--- src/rtl/fsu_pkg.sv ---
package fsu_pkg;
  localparam int unsigned DW = 8;
  localparam logic [7:0] A_CTRL   = 8'h40;
  localparam logic [7:0] A_TIME   = 8'h50;
  localparam logic [7:0] A_TMIN   = 8'h58;
  localparam logic [7:0] A_SELECT = 8'h75;
  localparam logic [2:0] SEL_DEFAULT  = 3'b111;
  localparam logic [2:0] TIME_DEFAULT = 3'd1;

  function automatic int unsigned code_to_ms(input logic [2:0] code);
    case (code)
      3'd0: return 0;
      3'd1: return 100;
      3'd2: return 250;
      3'd3: return 400;
      3'd4: return 700;
      3'd5: return 1000;
      3'd6: return 2000;
      default: return 4000;
    endcase
  endfunction
endpackage

--- src/rtl/fsu_regs.sv ---
module fsu_regs #(
  parameter int NCH = 3
) (
  input  logic             clk,
  input  logic             rst_n,
  input  logic             wr,
  input  logic             rd,
  input  logic [7:0]       addr,
  input  logic [7:0]       wdata,
  output logic [7:0]       rdata,
  output logic             run,
  output logic [NCH-1:0]   sel_eff,
  output logic [NCH*3-1:0] time_code,
  output logic [NCH*8-1:0] tach_min
);
  import fsu_pkg::*;

  logic           run_q, lock_q;
  logic [NCH-1:0] sel_q;
  logic [2:0]     time_q [NCH];
  logic [7:0]     tmin_q [NCH];
  logic [7:0]     rd_mux;
  logic           hit;

  always_ff @(posedge clk or negedge rst_n) begin
    if (!rst_n) begin
      run_q  <= 1'b0;
      lock_q <= 1'b0;
      sel_q  <= SEL_DEFAULT[NCH-1:0];
    end else if (wr) begin
      if (addr == A_CTRL) begin
        run_q  <= wdata[0];
        lock_q <= lock_q | wdata[1];
      end
      if (addr == A_SELECT && !lock_q) sel_q <= wdata[NCH-1:0];
    end
  end

  generate
    for (genvar i = 0; i < NCH; i++) begin : g_ch
      always_ff @(posedge clk or negedge rst_n) begin
        if (!rst_n) begin
          time_q[i] <= TIME_DEFAULT;
          tmin_q[i] <= 8'hFF;
        end else if (wr) begin
          if (addr == A_TIME + 8'(i)) time_q[i] <= wdata[2:0];
          if (addr == A_TMIN + 8'(i)) tmin_q[i] <= wdata;
        end
      end
      assign time_code[i*3 +: 3] = time_q[i];
      assign tach_min[i*8 +: 8]  = tmin_q[i];
    end
  endgenerate

  always_comb begin
    rd_mux = 8'h00;
    hit    = 1'b0;
    if (addr == A_CTRL) begin
      rd_mux = {6'b0, lock_q, run_q};
      hit    = 1'b1;
    end
    if (addr == A_SELECT) begin
      rd_mux[NCH-1:0] = sel_q;
      hit             = 1'b1;
    end
    for (int i = 0; i < NCH; i++) begin
      if (addr == A_TIME + 8'(i)) begin
        rd_mux = {5'b0, time_q[i]};
        hit    = 1'b1;
      end
      if (addr == A_TMIN + 8'(i)) begin
        rd_mux = tmin_q[i];
        hit    = 1'b1;
      end
    end
  end

  always_ff @(posedge clk or negedge rst_n) begin
    if (!rst_n)  rdata <= 8'h00;
    else if (rd) rdata <= rd_mux;
  end

  assign run     = run_q;
  assign sel_eff = run_q ? sel_q : SEL_DEFAULT[NCH-1:0];

  p_lock_sticky_r8: assert property (@(posedge clk) disable iff (!rst_n)
    lock_q |=> lock_q);
  p_select_locked_r7: assert property (@(posedge clk) disable iff (!rst_n)
    (lock_q && wr && addr == A_SELECT) |=> $stable(sel_q));
  p_undef_zero_r10: assert property (@(posedge clk) disable iff (!rst_n)
    (rd && !hit) |=> rdata == 8'h00);
  p_rdata_hold_r11: assert property (@(posedge clk) disable iff (!rst_n)
    !rd |=> $stable(rdata));
endmodule

--- src/rtl/fsu_channel.sv ---
module fsu_channel #(
  parameter int TICKS_PER_MS = 1
) (
  input  logic       clk,
  input  logic       rst_n,
  input  logic       run,
  input  logic       run_rise,
  input  logic       early_en,
  input  logic [2:0] time_code,
  input  logic [7:0] tach_min,
  input  logic [7:0] tach,
  input  logic [7:0] duty_req,
  output logic       busy,
  output logic [7:0] pwm
);
  localparam int MAX_TICKS = 4000 * TICKS_PER_MS;
  localparam int CNT_W     = $clog2(MAX_TICKS + 1);

  logic [CNT_W-1:0] cnt_q, load;
  logic [7:0]       duty_prev_q;
  logic             trig, early_hit, busy_q;

  assign load      = CNT_W'(fsu_pkg::code_to_ms(time_code) * TICKS_PER_MS);
  assign trig      = run && (run_rise || (duty_req != 8'h00 && duty_prev_q == 8'h00));
  assign early_hit = early_en && (tach > tach_min);

  always_ff @(posedge clk or negedge rst_n) begin
    if (!rst_n) begin
      busy_q      <= 1'b0;
      cnt_q       <= '0;
      duty_prev_q <= 8'h00;
    end else begin
      duty_prev_q <= duty_req;
      if (trig) begin
        busy_q <= 1'b1;
        cnt_q  <= load;
      end else if (busy_q) begin
        if (early_hit || cnt_q <= CNT_W'(1)) busy_q <= 1'b0;
        else                                 cnt_q  <= cnt_q - 1'b1;
      end
    end
  end

  assign busy = busy_q;
  assign pwm  = busy_q ? 8'hFF : duty_req;

  p_start_needs_run_r5: assert property (@(posedge clk) disable iff (!rst_n)
    $rose(busy_q) |-> $past(run));
  p_early_end_r4: assert property (@(posedge clk) disable iff (!rst_n)
    (busy_q && early_hit && !trig) |=> !busy_q);
  p_timer_holds_r3: assert property (@(posedge clk) disable iff (!rst_n)
    (busy_q && !early_hit && cnt_q > CNT_W'(1)) |=> busy_q);
endmodule

--- src/rtl/fan_spinup_ctrl.sv ---
module fan_spinup_ctrl #(
  parameter int TICKS_PER_MS = 1
) (
  input  logic        clk,
  input  logic        rst_n,
  input  logic        bus_wr,
  input  logic        bus_rd,
  input  logic [7:0]  bus_addr,
  input  logic [7:0]  bus_wdata,
  output logic [7:0]  bus_rdata,
  input  logic [23:0] duty_req,
  input  logic [23:0] tach_val,
  output logic [23:0] pwm_duty,
  output logic [2:0]  spin_busy
);
  localparam int NCH = 3;

  logic           run, run_d_q;
  logic [NCH-1:0] sel_eff;
  logic [NCH*3-1:0] time_code;
  logic [NCH*8-1:0] tach_min;

  fsu_regs #(.NCH(NCH)) u_regs (
    .clk(clk), .rst_n(rst_n), .wr(bus_wr), .rd(bus_rd), .addr(bus_addr),
    .wdata(bus_wdata), .rdata(bus_rdata), .run(run), .sel_eff(sel_eff),
    .time_code(time_code), .tach_min(tach_min)
  );

  always_ff @(posedge clk or negedge rst_n) begin
    if (!rst_n) run_d_q <= 1'b0;
    else        run_d_q <= run;
  end

  generate
    for (genvar i = 0; i < NCH; i++) begin : g_fan
      fsu_channel #(.TICKS_PER_MS(TICKS_PER_MS)) u_ch (
        .clk(clk), .rst_n(rst_n), .run(run), .run_rise(run && !run_d_q),
        .early_en(sel_eff[i]), .time_code(time_code[i*3 +: 3]),
        .tach_min(tach_min[i*8 +: 8]), .tach(tach_val[i*8 +: 8]),
        .duty_req(duty_req[i*8 +: 8]), .busy(spin_busy[i]),
        .pwm(pwm_duty[i*8 +: 8])
      );
    end
  endgenerate

  p_full_duty_r6: assert property (@(posedge clk) disable iff (!rst_n)
    spin_busy[0] |-> pwm_duty[7:0] == 8'hFF);
endmodule

--- config.mk ---
export PLATFORM = sky130hd
export DESIGN_NAME = fan_spinup_ctrl
export DESIGN_NICKNAME = d
export VERILOG_FILES = /design/src/rtl/fsu_pkg.sv /design/src/rtl/fsu_regs.sv /design/src/rtl/fsu_channel.sv /design/src/rtl/fan_spinup_ctrl.sv
export SDC_FILE = /design/constraint.sdc
export NUM_CORES = 1
export LEC_CHECK = 0
export CELL_PAD_IN_SITES_DETAIL_PLACEMENT = 1
export CELL_PAD_IN_SITES_GLOBAL_PLACEMENT = 1
export CORE_ASPECT_RATIO = 1.1
export CORE_MARGIN = 2
export CORE_UTILIZATION = 43
export CTS_BUF_LIST = sky130_fd_sc_hd__clkbuf_4
export CTS_CLUSTER_DIAMETER = 120
export DETAILED_ROUTE_END_ITERATION = 16
export HOLD_SLACK_MARGIN = 0.1
export PLACE_DENSITY = 0.86
export SYNTH_ARGS = -nofsm -noshare
export SYNTH_HDL_FRONTEND = slang
export SYNTH_SLANG_ARGS = --single-unit
--- constraint.sdc ---
create_clock -name clk -period 3.4 [get_ports clk]
set_clock_uncertainty 0.2 [all_clocks]
set_input_delay 0.85 -clock clk [delete_from_list [all_inputs] [get_ports clk]]
set_output_delay 0.85 -clock clk [all_outputs]
set_load 0.01 [all_outputs]
; ---- Word level (Yosys, flattened, before mapping)
; Index checks and enable logic that the tools add are counted.
[op_classes]
n_addsub = 3
magnitude_cmp = 6
eq_ne = 29
muxes = 33
bitwise_logic = 1
reduce_logical = 42
[op_table]
columns = cell, n
row1 = $pmux 12 s7, 3
row2 = $mux 12, 9
row3 = $eq 8x7->1 const B, 8
row4 = $mux 8, 8
row5 = $le 12x1->1 const B, 3
row6 = $sub 12x1->12 const B, 3
row7 = $eq 3x3->1 const B, 9
row8 = $gt 8x8->1, 3
row9 = $logic_not 8->1, 3
row10 = $reduce_bool 8->1, 3
row11 = $reduce_and 2->1, 11
row12 = $eq 3x2->1 const B, 6
row13 = $logic_and 1x1->1, 11
row14 = $eq 3x1->1 const B, 3
row15 = $logic_not 3->1, 3
row16 = $mux 1, 9
row17 = $mux 3, 3
row18 = $logic_or 1x1->1, 6
row19 = $ne 2x1->1 const B, 3
row20 = $reduce_bool 2->1, 3
row21 = $logic_not 1->1, 2
row22 = $mux 2, 1
row23 = $or 1x1->1, 1
[totals]
register_bits = 110
in_bits = 68
elab_cells = 134

; ---- Depth between registers and ports, before layout
[depth]
word_depth = 9
mapped_depth = 9
mapped_depth_nobuf = 8

; ---- Modules after synthesis
; From an unflattened synthesis, not the netlist that was laid out.
[unflattened]
cells_unflattened = 621
area_unflattened_um2 = 6394.9
[by_module_without_submodules]
columns = module, n_inst, cells_per_inst, area_per_inst_um2, seq_area_each_um2
row1 = fsu_channel, 3, 147, 1361.3, 525.5
row2 = fsu_regs, 1, 178, 2272.2, 1188.6
row3 = fan_spinup_ctrl, 1, 2, 38.8, 25.0

; ---- Least setup slack after synthesis
; Ideal clock, no wire load.
[synth_path]
path_kind = input -> register
start = in tach_val[5]
end = reg g_fan[0].u_ch.cnt_q[7]
setup_ns = 0.082
arrival_ns = 2.913
path_slack_ns = 0.205
stages = 8
path_buffers = 1
cell_sequence = ha_1 -> a211oi_2 -> nor2_1 -> o221a_4 -> or4_1 -> buf_2 -> or4_1 -> a31oi_1
[synth_between]
elab_chain_len = 5
[synth_rtl]
columns = item, line_no
row1 = start: declaration, fan_spinup_ctrl.sv:12  ; input logic [23:0] tach_val,
row2 = $gt 8x8->1, fsu_channel.sv:25  ; assign early_hit = early_en && (tach > tach_min);
row3 = $logic_and 1x1->1, fsu_channel.sv:25
row4 = $logic_or 1x1->1, fsu_channel.sv:38  ; if (early_hit || cnt_q <= CNT_W'(1)) busy_q <= 1'b0;
row5 = $ne 2x1->1 (no line), --
row6 = $reduce_and 2->1 (no line), --
row7 = end signal: assignment, fsu_channel.sv:36  ; cnt_q <= load;
row8 = end signal: assignment, fsu_channel.sv:39  ; else cnt_q <= cnt_q - 1'b1;
row9 = end: declaration, fsu_channel.sv:19  ; logic [CNT_W-1:0] cnt_q, load;
; Every way passes these cells.
; A chain may end at the register's enable or synchronous reset.

; ---- Worst setup path in the final report
[layout_path]
start = in duty_req[16]
end = out pwm_duty[16]
[layout_between]
elab_chain_len = 1
[layout_rtl]
columns = item, line_no
row1 = start: declaration, fan_spinup_ctrl.sv:11  ; input logic [23:0] duty_req,
row2 = $mux 8, fsu_channel.sv:45  ; assign pwm = busy_q ? 8'hFF : duty_req;
row3 = end: declaration, fan_spinup_ctrl.sv:13  ; output logic [23:0] pwm_duty,
; Every way passes these cells.

==> results.md <==
- Maxcap violations: 0
- H-tree depth: 3
- # rows: 47
- Ant. Diodes: 0
- Final Max Tran Viols: 0
- RR Startpoint: u_regs.tach_min[5]$_DFFE_PN1P_
- Die Y: 133 µm
- Final Core Density: 53.4%
- CP max FO: 3
- Critical path cell sequence: clkdlybuf4s50_1 -> or2_2 -> clkdlybuf4s50_1
- Maximum vdd drop: 0.321 mV
- Startpoint types: primary input
- Clock latency on the worst-skew pair: 480 ps
- Clk sinks: 110
- Seq cells post-synth: 110
- Hold_buf cts: 0
- Largest net degree at the start of global routing: 50
- Final instance area: 0.00794 mm²
- Slew HR: 24.1%
- Worst min-delay path class: primary input to async pin
- CTS Buffer Depth: 2
- R2R cell count: 8
- Routed WL: 18000 µm
- Pwr Total: 3740 µW
- TritonCTS Buffers: 9
- Fraction of registers with async set/reset: 100%
- Yosys top cell by area: dfrtp_1
- CP most frequent cell: clkdlybuf4s50_1
- Top_reg_cell synth: dfrtp_1
- Unrepaired setup endpoints after global routing: false
- GR Util All Layers: 23.3%
- DP Area: 0.00778 mm²
- HPWL Detailed: 13900 µm
- DRC: 0
- Post-CTS sizing: 0
- Die width: 121 µm
- Seq/Total Area, Yosys: 43.1%
- Critical Path End Type: output pin
- Minimum clock period: 3180 ps
- Worst reg2reg setup slack: 470 ps
- First-pass GRT wire length: 30000 µm
- Required time of the critical path: 2350 ps
- Final setup fails: 0
- Mapped Avg Cell Area: 9.66 µm²
- Placed cell count: 962
- Leakage dissipation: 0.00327 µW
- # nets final: 875
- First-pass detailed-route iteration total: 4
- Worst-margin pin slew: 1140 ps
- GPL Wtd Cong: 0.851
- Critical Path AT: 2130 ps
- CP max stage delay: 480 ps
- Netlist cell types: 71
- CTS tree: yes
- Synth Cell Area: 0.00647 mm²
- Post-Place Worst Slack: -229 ps
- Syn Nets: 768
- Drt wl/cell: 18.4 µm
- Core area: 0.0149 mm²
- PD cells: 471 mW/mm²
- Via-per-instance ratio: 5.72
- Post-synth EDFFs: 0
- Vias in the first global route: 6193
- Layout area overhead: 22.7%
- Fmax: 0.315 GHz
- Post-CTS Setup Inserts: 0
- Grt ovf: 0
- Reg2reg end: g_fan[0].u_ch.cnt_q[7]$_DFFE_PN0P_
- Die Area: 0.0160 mm²
- Fin cells: 978
- Worst path slowest cell: clkdlybuf4s50_1
- Clk pin slew, worst setup/hold paths: 170 ps
- Initial core utilization: 43.5%
- Period utilization: 93.4%
- Io pins: 103
- Detailed router's first-iteration violation count: 196
- Area contributors post-synth: dfrtp_1 31%, dfstp_2 12%, ha_1 5.8%
- Ys Warns: 0
- Top-count cell post-synth: dfrtp_1
- Synth top area share: 30.9%
- Post-Syn Instances: 670
- Endpoints failing hold: 0
- Status: complete, no violations
- Final ANT Viol Nets: 0
- Synth top cells by count: 80 x dfrtp_1, 50 x nor2_1, 43 x inv_1, 42 x nand2_1, 37 x o21ai_0
- Layout cells sized above 1: 19.2%
- Clk root buf: clkbuf_4
- DR vias: 5599
- Port bufs: 102
- Crit Path Category: primary input to output pin
- Final worst slack: 223 ps
- Initial antenna violation count: 0
-- cells in the final DEF (no fill, tap or decap), types with 4 or more instances in the layout --
cell / instances
or2_2: 30
a21oi_1: 29
nand2b_1: 9
ha_1: 30
a31oi_1: 10
nand4_1: 16
mux2i_1: 11
xnor2_1: 14
or3_1: 9
dfrtp_1: 80
nand3_1: 10
nor4_1: 18
o211ai_1: 6
nand3b_1: 6
o21a_1: 5
nor3_1: 15
a211o_1: 4
nand2_1: 42
nor2_1: 50
mux2_2: 27
a211oi_1: 7
clkbuf_4: 10
and3_1: 7
nor2b_1: 7
dfstp_2: 30
or4_1: 11
clkdlybuf4s50_1: 101
buf_4: 29
inv_1: 43
o31ai_1: 4
o21ai_0: 37
xor2_1: 6
-- per-layer routing --
metal | GRT usage [%] | up-vias | part of all wire (%)
li1 | - | 2633 | -
met1 | 27.8 | 2817 | 41
met2 | 41.8 | 121 | 53
met3 | 4.05 | 28 | 4.1
met4 | 8.33 | 0 | 1.8
met5 | 0 | - | 0
-- worst max-delay path by stage --
stage | slack, ps | start | cells after the start | to
floorplan | 210 | tach_val[5] | 8 | g_fan[0].u_ch.cnt_q[7]$_DFFE_PN0P_
global placement | -140 | tach_val[5] | 8 | g_fan[0].u_ch.cnt_q[7]$_DFFE_PN0P_
detailed placement | -230 | tach_val[5] | 8 | g_fan[0].u_ch.cnt_q[7]$_DFFE_PN0P_
CTS | 190 | duty_req[16] | 3 | pwm_duty[16]
global route | 160 | duty_req[16] | 3 | pwm_duty[16]
finish | 220 | duty_req[16] | 3 | pwm_duty[16]
-- per-stage QoR --
stage / hold slack, ps / setup TNS, ps
after floorplan: 254 / 0
after global placement: 280 / -247
after detailed placement: 298 / -907
after CTS: 145 / 0
after global routing: 163 / 0
final: 134 / 0
-- cell type report --
| class | count | area [µm²] |
|---|---|---|
| clock buffer | 10 | 75.1 |
| clock inverter | 6 | 86.3 |
| fill | 1674 | 6940 |
| inverter | 43 | 161 |
| multi-input combinational | 483 | 3350 |
| sequential | 110 | 2790 |
| tap | 196 | 245 |
| timing repair buffer | 130 | 1230 |
-- worst max-delay path, delay by kind of cell --
family | cells | cell delay (ps)
buffers and inverters | 2 | 950
AND/OR/NAND/NOR | 1 | 320
-- flip-flops by register name (all words and copies together), names as in the netlist --
signal / count
g_fan.u_ch.busy: 3
g_fan.u_ch.cnt_q: 36
g_fan.u_ch.duty_prev_q: 24
run_d_q: 1
u_regs.lock_q: 1
u_regs.rdata: 8
u_regs.run: 1
u_regs.sel_q: 3
u_regs.tach_min: 24
u_regs.time_code: 9
-- kinds of logic after synthesis --
family | synth area share, %
AO/OA/AOI/OAI | 14.1
XOR/XNOR | 2.71
adder cells (fa/ha/maj) | 6.27
buffers and inverters | 5.11
flip-flops | 43.1
multiplexers | 6.40
AND/OR/NAND/NOR | 22.3
-- power breakdown --
group / total (µW) / switching (µW) / internal [µW]
combinational: 1240 / 618 / 618
sequential: 1770 / 235 / 1530
clock: 740 / 434 / 306
total: 3740 / 1290 / 2450
(Power assumes the default switching activity.)
